===== config.mk =====
export PLATFORM = sky130hd
export DESIGN_NAME = gi_subframe_spreader
export DESIGN_NICKNAME = d
export VERILOG_FILES = /design/src/rtl/gisd_pkg.sv /design/src/rtl/gisd_frame_seq.sv /design/src/rtl/gisd_spread_acc.sv /design/src/rtl/gi_subframe_spreader.sv
export SDC_FILE = /design/constraint.sdc
export NUM_CORES = 1
export LEC_CHECK = 0
export ABC_CLOCK_PERIOD_IN_PS = 8600
export CORE_ASPECT_RATIO = 1.75
export CORE_MARGIN = 2
export CORE_UTILIZATION = 45
export CTS_CLUSTER_DIAMETER = 200
export DETAILED_ROUTE_END_ITERATION = 12
export DONT_BUFFER_PORTS = 1
export HOLD_SLACK_MARGIN = 0.06
export PLACE_DENSITY_LB_ADDON = 0.08
export SLEW_MARGIN = 0
export SYNTH_ARGS = -nofsm -noshare
export SYNTH_HDL_FRONTEND = slang
export SYNTH_SLANG_ARGS = --single-unit

===== constraint.sdc =====
create_clock -name clk -period 8.6 [get_ports clk]
set_input_delay 0.86 -clock clk [delete_from_list [all_inputs] [get_ports clk]]
set_output_delay 0.86 -clock clk [all_outputs]
set_load 0.05 [all_outputs]

===== src/rtl/gisd_pkg.sv =====
package gisd_pkg;

  typedef struct packed {
    logic hi_res;
    logic fast;
  } gi_mode_t;

  // Subframes in one frame for a given mode.
  function automatic int unsigned frame_len(gi_mode_t m, int unsigned long_sf,
                                            int unsigned short_sf);
    return m.hi_res ? short_sf : long_sf;
  endfunction

  // Length of the spreading period (the accumulator modulus).
  function automatic int unsigned period_len(gi_mode_t m, int unsigned long_sf,
                                             int unsigned short_sf, int unsigned fast_div);
    if (!m.hi_res) return long_sf;
    return m.fast ? short_sf / fast_div : short_sf;
  endfunction

  // Raw intensity clamped to the frame length, then scaled for fast refresh.
  function automatic int unsigned eff_value(int unsigned raw, gi_mode_t m,
                                            int unsigned long_sf, int unsigned short_sf,
                                            int unsigned fast_div);
    int unsigned lim;
    int unsigned v;
    lim = frame_len(m, long_sf, short_sf);
    v   = (raw > lim) ? lim : raw;
    if (m.hi_res && m.fast) v = v / fast_div;
    return v;
  endfunction

  // Spreading step: a subframe is enabled when the running sum reaches the modulus.
  function automatic logic spread_carry(int unsigned acc, int unsigned val, int unsigned modulus);
    return (acc + val) >= modulus;
  endfunction

  function automatic int unsigned spread_next(int unsigned acc, int unsigned val,
                                              int unsigned modulus);
    int unsigned s;
    s = acc + val;
    return (s >= modulus) ? s - modulus : s;
  endfunction

endpackage


===== src/rtl/gisd_frame_seq.sv =====
module gisd_frame_seq #(
  parameter int unsigned IDX_W = 7
) (
  input  logic             clk,
  input  logic             rst_n,
  input  logic             tick,
  input  logic [IDX_W-1:0] last_idx,
  output logic             new_frame,
  output logic [IDX_W-1:0] idx_q,
  output logic             frame_start_q
);

  logic run_q;

  assign new_frame = tick && (!run_q || (idx_q == last_idx));

  always_ff @(posedge clk) begin
    if (!rst_n) begin
      run_q         <= 1'b0;
      idx_q         <= '0;
      frame_start_q <= 1'b0;
    end else begin
      frame_start_q <= new_frame;
      if (tick) begin
        run_q <= 1'b1;
        idx_q <= new_frame ? '0 : idx_q + IDX_W'(1);
      end
    end
  end

endmodule


===== src/rtl/gisd_spread_acc.sv =====
module gisd_spread_acc import gisd_pkg::*; #(
  parameter int unsigned VAL_W = 8
) (
  input  logic             clk,
  input  logic             rst_n,
  input  logic             tick,
  input  logic             restart,
  input  logic [VAL_W-1:0] step_val,
  input  logic [VAL_W-1:0] step_mod,
  output logic             carry,
  output logic             en_q,
  output logic [VAL_W-1:0] acc_q
);

  logic [VAL_W-1:0] acc_base;
  logic [VAL_W-1:0] acc_nxt;

  assign acc_base = restart ? '0 : acc_q;
  assign carry    = spread_carry(32'(acc_base), 32'(step_val), 32'(step_mod));
  assign acc_nxt  = VAL_W'(spread_next(32'(acc_base), 32'(step_val), 32'(step_mod)));

  always_ff @(posedge clk) begin
    if (!rst_n) begin
      acc_q <= '0;
      en_q  <= 1'b0;
    end else if (tick) begin
      acc_q <= acc_nxt;
      en_q  <= carry;
    end
  end

endmodule


===== src/rtl/gi_subframe_spreader.sv =====
module gi_subframe_spreader import gisd_pkg::*; #(
  parameter int unsigned LONG_SF  = 128,
  parameter int unsigned SHORT_SF = 32,
  parameter int unsigned FAST_DIV = 4,
  localparam int unsigned VAL_W   = $clog2(LONG_SF + 1),
  localparam int unsigned IDX_W   = $clog2(LONG_SF)
) (
  input  logic             clk,
  input  logic             rst_n,
  input  logic             sf_tick,
  input  logic [VAL_W-1:0] gi_value,
  input  logic             res_hi,
  input  logic             fast_refresh,
  output logic             sf_enable,
  output logic [IDX_W-1:0] sf_index,
  output logic             frame_start
);

  gi_mode_t         mode_in, mode_q;
  logic             new_frame;
  logic             step_carry;
  logic [IDX_W-1:0] last_idx;
  logic [VAL_W-1:0] val_in, val_q, mod_in, mod_q;
  logic [VAL_W-1:0] step_val, step_mod, acc_q;

  assign mode_in  = '{hi_res: res_hi, fast: fast_refresh};
  assign val_in   = VAL_W'(eff_value(32'(gi_value), mode_in, LONG_SF, SHORT_SF, FAST_DIV));
  assign mod_in   = VAL_W'(period_len(mode_in, LONG_SF, SHORT_SF, FAST_DIV));
  assign last_idx = IDX_W'(frame_len(mode_q, LONG_SF, SHORT_SF) - 1);

  // Frame settings are captured only when subframe 0 opens.
  always_ff @(posedge clk) begin
    if (!rst_n) begin
      mode_q <= '0;
      val_q  <= '0;
      mod_q  <= VAL_W'(LONG_SF);
    end else if (new_frame) begin
      mode_q <= mode_in;
      val_q  <= val_in;
      mod_q  <= mod_in;
    end
  end

  assign step_val = new_frame ? val_in : val_q;
  assign step_mod = new_frame ? mod_in : mod_q;

  gisd_frame_seq #(.IDX_W(IDX_W)) u_seq (
    .clk           (clk),
    .rst_n         (rst_n),
    .tick          (sf_tick),
    .last_idx      (last_idx),
    .new_frame     (new_frame),
    .idx_q         (sf_index),
    .frame_start_q (frame_start)
  );

  gisd_spread_acc #(.VAL_W(VAL_W)) u_acc (
    .clk      (clk),
    .rst_n    (rst_n),
    .tick     (sf_tick),
    .restart  (new_frame),
    .step_val (step_val),
    .step_mod (step_mod),
    .carry    (step_carry),
    .en_q     (sf_enable),
    .acc_q    (acc_q)
  );

endmodule


==> results of run 1 <==
-- worst max path at each step --
stage / startpoint / endpoint / cells past startpoint
2_1_floorplan: u_seq.idx_q[0] / u_acc.acc_q[7] / 18
3_3_place_gp: u_seq.idx_q[0] / u_acc.acc_q[7] / 18
5_1_grt: u_seq.idx_q[0] / u_acc.acc_q[7] / 18
6_report: u_seq.idx_q[0] / u_acc.acc_q[7] / 18
3_5_place_dp: u_seq.idx_q[0] / u_acc.acc_q[7] / 18
4_1_cts: u_seq.idx_q[0] / u_acc.acc_q[7] / 18
-- routing by layer --
| metal | part of all wire, % | vias up | global-route usage [%] | wire length (um) |
|---|---|---|---|---|
| li1 | - | 1011 | - | - |
| met1 | 38 | 916 | 20.7 | 2140 |
| met2 | 55 | 37 | 39.6 | 3120 |
| met3 | 3.6 | 10 | 4.29 | 202 |
| met4 | 3.1 | 0 | 11.4 | 172 |
| met5 | 0 | - | 0 | 0 |
-- power by group through the flow --
stage,Clock (W),Combinational [W],Sequential (W)
2_1_floorplan,0,0.000164,0.000188
3_3_place_gp,0,0.000203,0.000190
3_5_place_dp,0,0.000203,0.000190
4_1_cts,0.000160,0.000204,0.000186
5_1_grt,0.000170,0.000231,0.000188
6_report,0.000156,0.000204,0.000186
-- layout make-up --
class	count	area, um2	area share (%)
Clock buffer	6	82.6	3.33
Inverter	10	37.5	1.51
Multi-Input combinational cell	222	1550	62.5
Sequential cell	35	701	28.2
Tap cell	54	67.6	2.72
Clock inverter	2	35.0	1.41
Timing Repair Buffer	1	7.51	0.303
-- stage by stage --
| stage | std cells | instance area [um2] | hold WS, ns |
|---|---|---|---|
| after CTS | 330 | 2480 | 0.470 |
| after floorplan | 277 | 2330 | 0.434 |
| after global placement | 322 | 2360 | 0.448 |
| after detailed placement | 322 | 2360 | 0.460 |
| final | 330 | 2480 | 0.466 |
| after global routing | 330 | 2480 | 0.493 |
-- placed cells by master (no fill, tap or decap), drive strengths merged, types with 7 or more instances in the layout --
cell type and instances:
nand3 7, a211oi 7, nor2 23, xor2 8
dfxtp 35, a21oi 21, mux2i 9, nand2 25
and2 10, inv 10, o21ai 16, ha 19
-- tightest hold or removal path, delay by kind of cell (launching register included) --
family | cells | cell delay (ns)
flops | 1 | 0.30
compound gates | 1 | 0.05
simple gates | 1 | 0.06
-- logic make-up after synthesis --
logic type | share of synthesized area (%)
DFF | 30.0
buffers and inverters | 3.54
muxes | 4.34
and+or+nand+nor | 23.1
adders and majority gates | 11.9
xor gates and xnor gates | 5.25
AOI/OAI and AO/OA | 21.9
-- sequential cells by signal, indices dropped and copies added (netlist names) --
register	count
mod_q	8
mode_q	1
u_acc.acc_q	8
u_acc.en_q	1
u_seq.frame_start_q	1
u_seq.idx_q	7
u_seq.run_q	1
val_q	8
==> flow_metrics.tcl, run 1 <==
set metrics [dict create \
    synthFlopType "dfxtp_1" \
    clockBufferDepth 2 \
    pwr_density_cell_nw_per_um2 220 \
    netlist_top_cells_count "35 x dfxtp_1, 25 x nand2_1, 23 x nor2_1" \
    synth-edff-count 0 \
    clk_pin_slew_ns 0.07 \
    die_x_um 58.4 \
    synth_cells 277 \
    gp_congestion 0.808 \
    antenna_cells 0 \
    whs_path_depth 2 \
    rsz0062_at_grt "no" \
    comb_power_share_pct 37.4 \
    wirelength_um 5630 \
    h-tree-depth 2 \
    final.setup.tns_ns 0 \
    post-cts-setup-buffers 0 \
    pwr-share-clk_pct 28.6 \
    clock_latency_ns 0.29 \
    viasPerCell 5.98 \
    cts_hold_buf 0 \
    ys_ff_latch 35 \
    cts_root_buffer "clkbuf_8" \
    dieHeight_um 99.3 \
    reg2reg_to "u_acc.acc_q[7]" \
    path_common_cell "ha_1" \
    grt_max_degree 41 \
    path_cells "ha_1, nand4_1, a21oi_2, o21ai_2, buf_4, or3_1, nand2_1, ha_1, fa_1, a211oi_1, or4b_2, nand3_1, ha_1, nand4_1, o21ai_0, a31oi_4, or4b_1, o211a_1" \
    cpPeakStageDelay_ns 0.72 \
    fmax_ghz 0.194 \
    yosys-top-cells-area "dfxtp_1 30%, ha_1 10%, a21oi_1 4.3%, nand2_1 4.0%, mux2i_1 3.9%" \
    ctsResizeCount 0 \
    arrival_ns 5.35 \
    dp_slack_ns 3.40 \
    num_rows 34 \
    finalClockSkew_ns 0.00539 \
    grt_pass1_vias 2012 \
    r2r_cells 18 \
    fin_crit_sh_pct 60.0 \
    dr.pass1.iters 4 \
    cp-start-kind "flop" \
    path_buf_inv 1 \
    start_util_pct 46.9 \
    min-delay-start "val_q[0]" \
    ant_nets 0 \
    final-setup-viol-count 0 \
    rr_startpoint "u_seq.idx_q[0]" \
    r2r_setup_slack_ns 3.44 \
    cts_tree "built" \
    swShare_pct 36.2 \
    p_sw_w 0.000198 \
    dp_hpwl_um 4400 \
    hold_path.class "reg2reg" \
    drive_above_1_share_pct 5.80 \
    clock-sinks 35 \
    synthesis.area_um2 2330 \
    maxCapViolations 0 \
    track_usage_pct 21.2 \
    drt-initial-drc-count 97 \
    final.setup.worst_slack_ns 3.44 \
    power_leakage_nw 1.06 \
    whs_endpoint "val_q[0]" \
    cp_max_fo 40 \
    num_vias 1974 \
    synth_seq_area_share_pct 30.0 \
    slew_headroom_pct 56.9 \
    port_buffers 0 \
    worst_pin_slew_ns 0.646 \
    endpoint_kind "flop" \
    core_um2 4980 \
    final_util_pct 49.8 \
    grt_overflow 0 \
    area.growth.synth_to_final_pct 6.33 \
    io_pins 22 \
    async_reset_ff_share_pct 0 \
    sequentialPowerShare_pct 34.1 \
    dieArea_um2 5800 \
    cp_slowest_cell "dfxtp_1" \
    yosysWarnings 0 \
    min_period_ns 5.16 \
    internal-power_w 0.000349 \
    antenna_found_initial 0 \
    irDropWorstVdd_uv 111 \
    hold_viol_final 0 \
    outcome "completed" \
    p_total_w 0.000547 \
    cts_buffers 5 \
    synth_top_area_share_pct 30.0 \
    synth.most_common_cell "dfxtp_1" \
    finalNetCount 309 \
    ys_types 48 \
    synth_area_per_cell_um2 8.42 \
    cp_top_family "simple AND/OR/NAND/NOR gates" \
    crit_required_ns 8.79 \
    syn_nets 311 \
    wl_per_cell_um 17.1 \
    slew_violations 0 \
    fill_cells 522 \
    grt_pass1_wl_um 9290 \
    route.detailed.drc 0 \
    crit_type "reg2reg" \
    yosysTopAreaCell "dfxtp_1" \
]
Power figures use the tool's default switching activity.
==> inputs of run 2 (changes only) <==
ABC_AREA = 1   (was unset)
ABC_CLOCK_PERIOD_IN_PS = 5300   (was 8600)
clock period = 5.3 ns   (was 8.6 ns; I/O delays follow)
==> run 2 against run 1 <==
Clock skew rose by 0.0022 ns; sequential cell count did not move; hold slack got worse by 0.16 ns.
==> flow_metrics.tcl, run 2 <==
set metrics [dict create \
    outcome "completed" \
    clk_pin_slew_ns 0.08 \
    gp_congestion 0.920 \
    area.growth.synth_to_final_pct 7.26 \
    dr.pass1.iters 4 \
    finalClockSkew_ns 0.00759 \
    synthFlopType "dfxtp_1" \
    reg_top3 "mod_q (8), u_acc.acc_q (8), val_q (8)" \
    irDropWorstVdd_uv 151 \
    synth-edff-count 0 \
    netlist_top_cells_count "101 x nand2_1, 51 x inv_1, 41 x nor2_1" \
    post-cts-setup-buffers 0 \
    min-delay-start "rst_n" \
    layout_common_cells "101 x nand2_1, 51 x inv_1, 41 x nor2_1" \
    dp_slack_ns 0.976 \
    slew_violations 0 \
    maxCapViolations 0 \
    grt_pass1_wl_um 9690 \
    final.setup.worst_slack_ns 0.985 \
    drive_above_1_share_pct 8.22 \
    viasPerCell 5.19 \
    synth_top_area_share_pct 29.3 \
    slew_headroom_pct 60.4 \
    synth_seq_area_share_pct 29.3 \
    num_vias 2179 \
    hold_viol_final 0 \
    ys_ff_latch 35 \
    synth.most_common_cell "nand2_1" \
    rr_startpoint "u_seq.idx_q[5]" \
    h-tree-depth 2 \
    cp-startpoint "u_seq.idx_q[5]" \
    syn_nets 393 \
    wl_per_cell_um 14.2 \
    min_period_ns 4.32 \
    cp-start-kind "flop" \
    crit_required_ns 5.47 \
    cts_buffers 5 \
    yosysWarnings 0 \
    ys_types 33 \
    final.setup.tns_ns 0 \
    endpoint_kind "flop" \
    grt_overflow 0 \
    wirelength_um 5950 \
    start_util_pct 46.0 \
    die_x_um 59.1 \
    power_leakage_nw 1.34 \
    hold_path.class "in2reg" \
    track_usage_pct 21.9 \
    async_reset_ff_share_pct 0 \
    ant_nets 0 \
    crit_type "reg2reg" \
    fmax_ghz 0.232 \
    io_pins 22 \
    dieArea_um2 5940 \
    clock_latency_ns 0.30 \
    final-setup-viol-count 0 \
    grt_max_degree 26 \
    whs_path_depth 1 \
    antenna_cells 0 \
    synth_cells 359 \
    clock-sinks 35 \
    yosysTopAreaCell "dfxtp_1" \
    ctsResizeCount 0 \
    core_um2 5210 \
    arrival_ns 4.48 \
    cp_max_fo 14 \
    yosys-top-cells-area "dfxtp_1 29%, nand2_1 16%, ha_1 9.9%, inv_1 8.0%, nand3_1 6.9%" \
    whs_ns 0.302 \
    pwr_density_cell_nw_per_um2 369 \
    worst_pin_slew_ns 0.593 \
    synth_area_per_cell_um2 6.67 \
    port_buffers 0 \
    clockBufferDepth 2 \
    fin_crit_sh_pct 81.4 \
    dp_hpwl_um 4690 \
    cts_hold_buf 0 \
    r2r_cells 22 \
    final_common_cell "nand2_1" \
    num_rows 35 \
    dieHeight_um 101 \
    route.detailed.drc 0 \
    cts_root_buffer "clkbuf_8" \
    drt-initial-drc-count 77 \
    antenna_found_initial 0 \
    finalNetCount 398 \
    synthesis.area_um2 2390 \
    rsz0062_at_grt "no" \
    grt_pass1_vias 2116 \
    cts_tree "built" \
]
-- run 2: area by class of cell --
| cell class | count | area [um2] |
|---|---|---|
| well taps | 55 | 68.8 |
| flip-flops and latches | 35 | 701 |
| clock inverters | 3 | 43.8 |
| multi-input cells | 263 | 1440 |
| repair buffers | 6 | 45.0 |
| clock buffers | 5 | 68.8 |
| inverters | 53 | 199 |
| fillers | 569 | 2640 |
-- run 2: cell families (layout without fill, tap and decap cells) --
| family | Yosys count | after routing | synth area share [%] |
|---|---|---|---|
| AO/OA/AOI/OAI | 37 | 37 | 8.67 |
| adder cells (fa/ha/maj) | 21 | 21 | 11.6 |
| flip-flops | 35 | 35 | 29.3 |
| buffers and inverters | 61 | 67 | 10.5 |
| AND/OR/NAND/NOR | 193 | 193 | 35.6 |
| XOR/XNOR | 12 | 12 | 4.39 |
-- run 2: critical path: stages (launching register included) --
cell	delay (ns)
dfxtp_1	0.70
inv_1	0.08
o21ai_0	0.16
nand3_1	0.08
nand2_1	0.08
nand2_2	0.05
inv_1	0.35
nor2_1	0.15
ha_1	0.27
fa_1	0.44
nand3_1	0.09
nand3_1	0.09
xnor2_1	0.24
inv_1	0.07
ha_1	0.33
nand2_1	0.11
nor2_1	0.06
nand2_1	0.06
nand3_1	0.10
a21oi_2	0.32
nand3_1	0.13
nand3_1	0.14
a21oi_1	0.07
-- run 2: metal layers --
metal	global-route usage, %	share of wire, %	vias to the layer above
met4	11.0	3.0	0
li1	-	-	1142
met3	3.08	2.7	13
met1	21.5	39	990
met2	42.3	55	34
met5	0	0	-
-- run 2: where the power goes --
part	total [W]	switching (W)	internal (W)
Sequential	0.000302	0.0000159	0.000286
Clock	0.000248	0.000108	0.000140
Combinational	0.000397	0.000253	0.000144
Total	0.000947	0.000377	0.000570
-- run 2: worst paths after layout --
path / endpoint / slack (ns)
max: u_acc.acc_q[4] / 0.98
min: mod_q[7] / 0.30
max reg2reg: u_acc.acc_q[4] / 0.98
min reg2reg: mod_q[4] / 0.46
-- run 2: through the flow --
step                total power [W]  util, %  area (um2)  cells
floorplan                  0.000619        -        2390    359
global placement           0.000703     47.1        2460    412
detailed placement         0.000704     47.1        2460    412
CTS                        0.000954     49.3        2570    420
global route                0.00102     49.3        2570    420
finish                     0.000947     49.3        2570    420
